## src/rtl/poll_pkg.sv

```systemverilog
package poll_pkg;
  typedef enum logic {
    OP_PROGRAM = 1'b0,
    OP_ERASE   = 1'b1
  } op_e;

  typedef enum logic [1:0] {
    ST_IDLE    = 2'd0,
    ST_POLL    = 2'd1,
    ST_CONFIRM = 2'd2
  } st_e;
endpackage

```

## src/rtl/poll_dq7_eval.sv

```systemverilog
// Decides whether a status byte shows completion, and whether a confirming
// byte matches the expected value in full.
module poll_dq7_eval
  import poll_pkg::*;
(
  input  op_e        op,
  input  logic [7:0] expect_byte,
  input  logic [7:0] rd_byte,
  output logic       finished,
  output logic       full_match
);
  always_comb begin
    if (op == OP_ERASE)
      finished = rd_byte[7];
    else
      finished = (rd_byte[7] == expect_byte[7]);
    full_match = (rd_byte == expect_byte);
  end
endmodule

```

## src/rtl/poll_counter.sv

```systemverilog
// Counts busy status reads; last is high when the next busy read uses up the limit.
module poll_counter #(
  parameter int unsigned LIMIT = 4096
) (
  input  logic clk,
  input  logic rst,
  input  logic clr,
  input  logic inc,
  output logic last
);
  localparam int unsigned CW = (LIMIT > 1) ? $clog2(LIMIT) : 1;

  logic [CW-1:0] cnt;

  always_ff @(posedge clk) begin
    if (rst || clr)
      cnt <= '0;
    else if (inc && !last)
      cnt <= cnt + 1'b1;
  end

  assign last = (cnt == CW'(LIMIT - 1));
endmodule

```

## src/rtl/flash_poll_engine.sv

```systemverilog
module flash_poll_engine
  import poll_pkg::*;
#(
  parameter int unsigned AW        = 20,
  parameter int unsigned MAX_POLLS = 4096
) (
  input  logic          clk,
  input  logic          rst,
  input  logic          req_valid,
  input  logic          req_op,
  input  logic [AW-1:0] req_addr,
  input  logic [7:0]    req_data,
  output logic          rd_en,
  output logic [AW-1:0] rd_addr,
  input  logic [7:0]    rd_data,
  input  logic          rd_valid,
  output logic          busy,
  output logic          done,
  output logic          timeout,
  output logic          data_err
);
  st_e        st;
  op_e        op_q;
  logic [7:0] exp_q;
  logic       dq7_ok;
  logic       byte_ok;
  logic       cnt_clr;
  logic       cnt_inc;
  logic       cnt_last;

  poll_dq7_eval u_eval (
    .op          (op_q),
    .expect_byte (exp_q),
    .rd_byte     (rd_data),
    .finished    (dq7_ok),
    .full_match  (byte_ok)
  );

  assign cnt_clr = (st == ST_IDLE);
  assign cnt_inc = (st == ST_POLL) && rd_valid && !dq7_ok;

  poll_counter #(.LIMIT(MAX_POLLS)) u_cnt (
    .clk  (clk),
    .rst  (rst),
    .clr  (cnt_clr),
    .inc  (cnt_inc),
    .last (cnt_last)
  );

  always_ff @(posedge clk) begin
    if (rst) begin
      st       <= ST_IDLE;
      op_q     <= OP_PROGRAM;
      exp_q    <= '0;
      rd_en    <= 1'b0;
      rd_addr  <= '0;
      busy     <= 1'b0;
      done     <= 1'b0;
      timeout  <= 1'b0;
      data_err <= 1'b0;
    end else begin
      rd_en    <= 1'b0;
      done     <= 1'b0;
      timeout  <= 1'b0;
      data_err <= 1'b0;
      unique case (st)
        ST_IDLE: begin
          if (req_valid) begin
            st      <= ST_POLL;
            busy    <= 1'b1;
            rd_en   <= 1'b1;
            rd_addr <= req_addr;
            op_q    <= op_e'(req_op);
            exp_q   <= req_data;
          end
        end
        ST_POLL: begin
          if (rd_valid) begin
            if (dq7_ok) begin
              st    <= ST_CONFIRM;
              rd_en <= 1'b1;
            end else if (cnt_last) begin
              st      <= ST_IDLE;
              busy    <= 1'b0;
              timeout <= 1'b1;
            end else begin
              rd_en <= 1'b1;
            end
          end
        end
        ST_CONFIRM: begin
          if (rd_valid) begin
            st   <= ST_IDLE;
            busy <= 1'b0;
            if (op_q == OP_PROGRAM && !byte_ok)
              data_err <= 1'b1;
            else
              done <= 1'b1;
          end
        end
        default: st <= ST_IDLE;
      endcase
    end
  end
endmodule

```

## config.mk

```make
export PLATFORM = sky130hd
export DESIGN_NAME = flash_poll_engine
export DESIGN_NICKNAME = d
export VERILOG_FILES = /design/src/rtl/poll_pkg.sv /design/src/rtl/poll_dq7_eval.sv /design/src/rtl/poll_counter.sv /design/src/rtl/flash_poll_engine.sv
export SDC_FILE = /design/constraint.sdc
export NUM_CORES = 1
export LEC_CHECK = 0
export BUFFER_PORTS_ARGS = -buffer_cell sky130_fd_sc_hd__buf_2
export CAP_MARGIN = 20
export CORE_ASPECT_RATIO = 1.25
export CORE_MARGIN = 2
export CORE_UTILIZATION = 50
export CTS_CLUSTER_SIZE = 12
export DETAILED_ROUTE_END_ITERATION = 16
export PLACE_DENSITY_LB_ADDON = 0.08
export SYNTH_ARGS = -nofsm -noshare
export SYNTH_HDL_FRONTEND = slang
export SYNTH_HIERARCHICAL = 1
export SYNTH_SLANG_ARGS = --single-unit
```

## constraint.sdc

```tcl
create_clock -name clk -period 2.6 [get_ports clk]
set_clock_uncertainty 0.1 [all_clocks]
set_input_delay 0.39 -clock clk [delete_from_list [all_inputs] [get_ports clk]]
set_output_delay 0.39 -clock clk [all_outputs]
set_load 0.01 [all_outputs]
```

==> flow_summary.yaml <==
status:
  status: "finished clean"
global_routing:
  grt_overflow_total: 0
  grt_pass1_vias: 1804
  antenna_found_initial: 0
  grt_util_all_layers_pct: 19.78
  grt_pass1_wl_um: 7734
  grt_max_degree: 39
cells_and_area:
  antenna_cells: 0
  stdcell_count: 372
  final_nets: 362
  area_growth_pct: 21.92
  mostFrequentLayoutCells: "nand2_1 (65), buf_2 (65), dfxtp_1 (48)"
  drive_gt1_share_pct: 26.58
  stdcell_area_um2: 2575
timing:
  tightest_slew_ns: 0.6656
  hold_viol: 0
  slew_headroom_pct: 55.63
  rsz0062_at_grt: "no"
  period_share_pct: 83.29
  tns_ns: 0
  setup_violations: 0
  fin_crit_ns: 2.166
  drv_slew: 0
  timing.fmax_mhz: 461.8
clock_network:
  path_clk_slew_ns: 0.08
  post_cts_buffers: 0
  cts_tree: "done"
  postCtsHoldBufs: 0
  h-tree-depth: 2
  clock_latency_ns: 0.29
  post_cts_resized: 0
  root_buffer: "clkbuf_8"
  cts.sinks: 48
  clk_path_buf_depth: 2
  cts-buffers-inserted: 5
die:
  coreArea_um2: 4066
  die_w_um: 62.13
  die-area_um2: 4763
  die_h_um: 76.67
  start_util_pct: 51.94
  ios: 66
  rows: 26
synthesis:
  netlist_area_um2: 2112
  postSynthCellCount: 253
  syn_nets: 300
  ys_warn_count: 6
  ys_seq_elements: 48
  synth_top_cell_by_area: "dfxtp_1"
  synth_seq_area_share_pct: 45.50
  ys_types: 41
  synth_area_leaders: "dfxtp_1 (45%), nand2_1 (12%), a21oi_1 (9.0%), ha_1 (3.6%), xnor2_1 (2.9%)"
  avgSynthCellArea_um2: 8.348
  netlist.area_leader.share_pct: 45.50
place:
  dp.cells: 364
  port_buffers: 65
  place.detailed.hpwl_um: 3133
  placedInstanceArea_um2: 2467
  place.gp.congestion: 0.8980
pwr:
  p_leak_nw: 1.114
  power_frac_comb_pct: 27.4
  powerDensity_nw_per_um2: 744.1
  p_seq_share_pct: 45.4
  switching_share_pct: 30.67
  irDropWorstVdd_v: 0.0003724
  p_sw_w: 0.0005875
  p_int_w: 0.001328
  p_clk_share_pct: 27.2
drt:
  drt-initial-drc-count: 97
  vias: 1915
  post_drt_wl_per_cell_um: 11.83
  drtPass1Iterations: 4
  vias_per_cell: 5.148
  drc: 0
  totalWireLength_um: 4402
  antenna_left: 0
worst_setup_path:
  critPathCaptureType: "flip-flop"
  rrSetupSlack_ns: 0.43
  path_max_fanout: 4
  critical_path_class: "reg -> reg"
  crit_required_ns: 2.69
  critical_path.startpoint_type: "flip-flop"
  crit_arrival_ns: 2.26
hold_path:
  hold_class: "in -> reg"
run:
  cap_violations: 0
layer usage:
layer / vias to the layer above / share of wire [%] / GRT usage (%)
li1: 983 / - / -
met2: 40 / 50 / 35.87
met1: 886 / 43 / 21.95
met3: 6 / 5.8 / 5.865
met4: 0 / 1.4 / 6.667
met5: - / 0 / 0
final timing paths:
path,cells past startpoint,endpoint,from
max reg2reg,7,busy$_SDFFE_PP0P_,u_cnt/cnt[0]$_SDFFE_PP0P_
min,3,rd_addr[10]$_SDFFE_PP0P_,req_addr[10]
max,7,busy$_SDFFE_PP0P_,u_cnt/cnt[0]$_SDFFE_PP0P_
min reg2reg,2,rd_addr[15]$_SDFFE_PP0P_,rd_addr[15]$_SDFFE_PP0P_
kinds of logic after synthesis:
kind of cell / synth area share (%)
adder cells (fa/ha/maj): 3.554
AND/OR/NAND/NOR: 25.95
AO/OA/AOI/OAI: 16.11
buffers and inverters: 3.851
XOR/XNOR: 4.503
flip-flops: 45.50
multiplexers: 0.5331
through the flow:
| step | util (%) | power (W) | hold slack, ns | worst slack (ns) |
|---|---|---|---|---|
| 3_3_place_gp | 60.68 | 0.001414 | 0.3386 | 0.5056 |
| 4_1_cts | 63.32 | 0.001940 | 0.2107 | 0.4462 |
| 6_report | 63.32 | 0.001916 | 0.2188 | 0.4344 |
| 3_5_place_dp | 60.68 | 0.001419 | 0.3438 | 0.4604 |
| 2_1_floorplan | - | 0.001254 | 0.3443 | 0.5937 |
| 5_1_grt | 63.32 | 0.002044 | 0.2083 | 0.2605 |
cell type report:
type / instances / area (um^2)
multi-input combinational: 186 / 1070
timing repair buffer: 67 / 340.3
fill: 400 / 1491
clock inverter: 2 / 35.03
tap: 56 / 70.07
sequential: 48 / 960.9
inverter: 7 / 26.28
clock buffer: 6 / 72.57
power groups by stage:
stage / clock, W / combinational, W / sequential, W
5_1_grt: 0.000565 / 0.000596 / 0.000882
4_1_cts: 0.000537 / 0.000533 / 0.000871
3_3_place_gp: 0 / 0.000531 / 0.000883
3_5_place_dp: 0 / 0.000532 / 0.000888
6_report: 0.000522 / 0.000525 / 0.000870
2_1_floorplan: 0 / 0.000344 / 0.000911
synth_stat cells (all sizes together):
cell type / count
nor3: 3
nand2b: 2
o41ai: 1
nor2b: 2
and4: 1
inv: 7
and2b: 1
xor2: 2
o21ba: 1
or3: 3
dfxtp: 48
and4b: 1
a31oi: 1
or4: 5
nand2: 65
xnor2: 8
nand3: 6
nor3b: 1
a41o: 1
buf: 4
a2111oi: 1
o2111ai: 1
and2: 2
o211a: 2
nor2: 10
o21ai: 4
or2: 1
or4b: 1
and3b: 1
mux2: 1
clkbuf: 8
ha: 6
o31ai: 4
nand4: 3
and3: 5
a211oi: 2
a21oi: 38
worst max-delay path, stage by stage (launching register included):
cell and delay, ns:
dfxtp_1 0.39, ha_1 0.20, and4_4 0.25, nand4_1 0.16
inv_1 0.13, nand2b_1 0.10, a2111oi_2 0.37, mux2_2 0.37
flip-flops by register name, summed over array words and instances (netlist names):
| signal | flops |
|---|---|
| rd_addr | 20 |
| u_cnt/cnt | 12 |
| exp_q | 8 |
| st | 2 |
| busy | 1 |
| data_err | 1 |
| done | 1 |
| op_q | 1 |
| rd_en | 1 |
| timeout | 1 |
(Power assumes the default switching activity.)
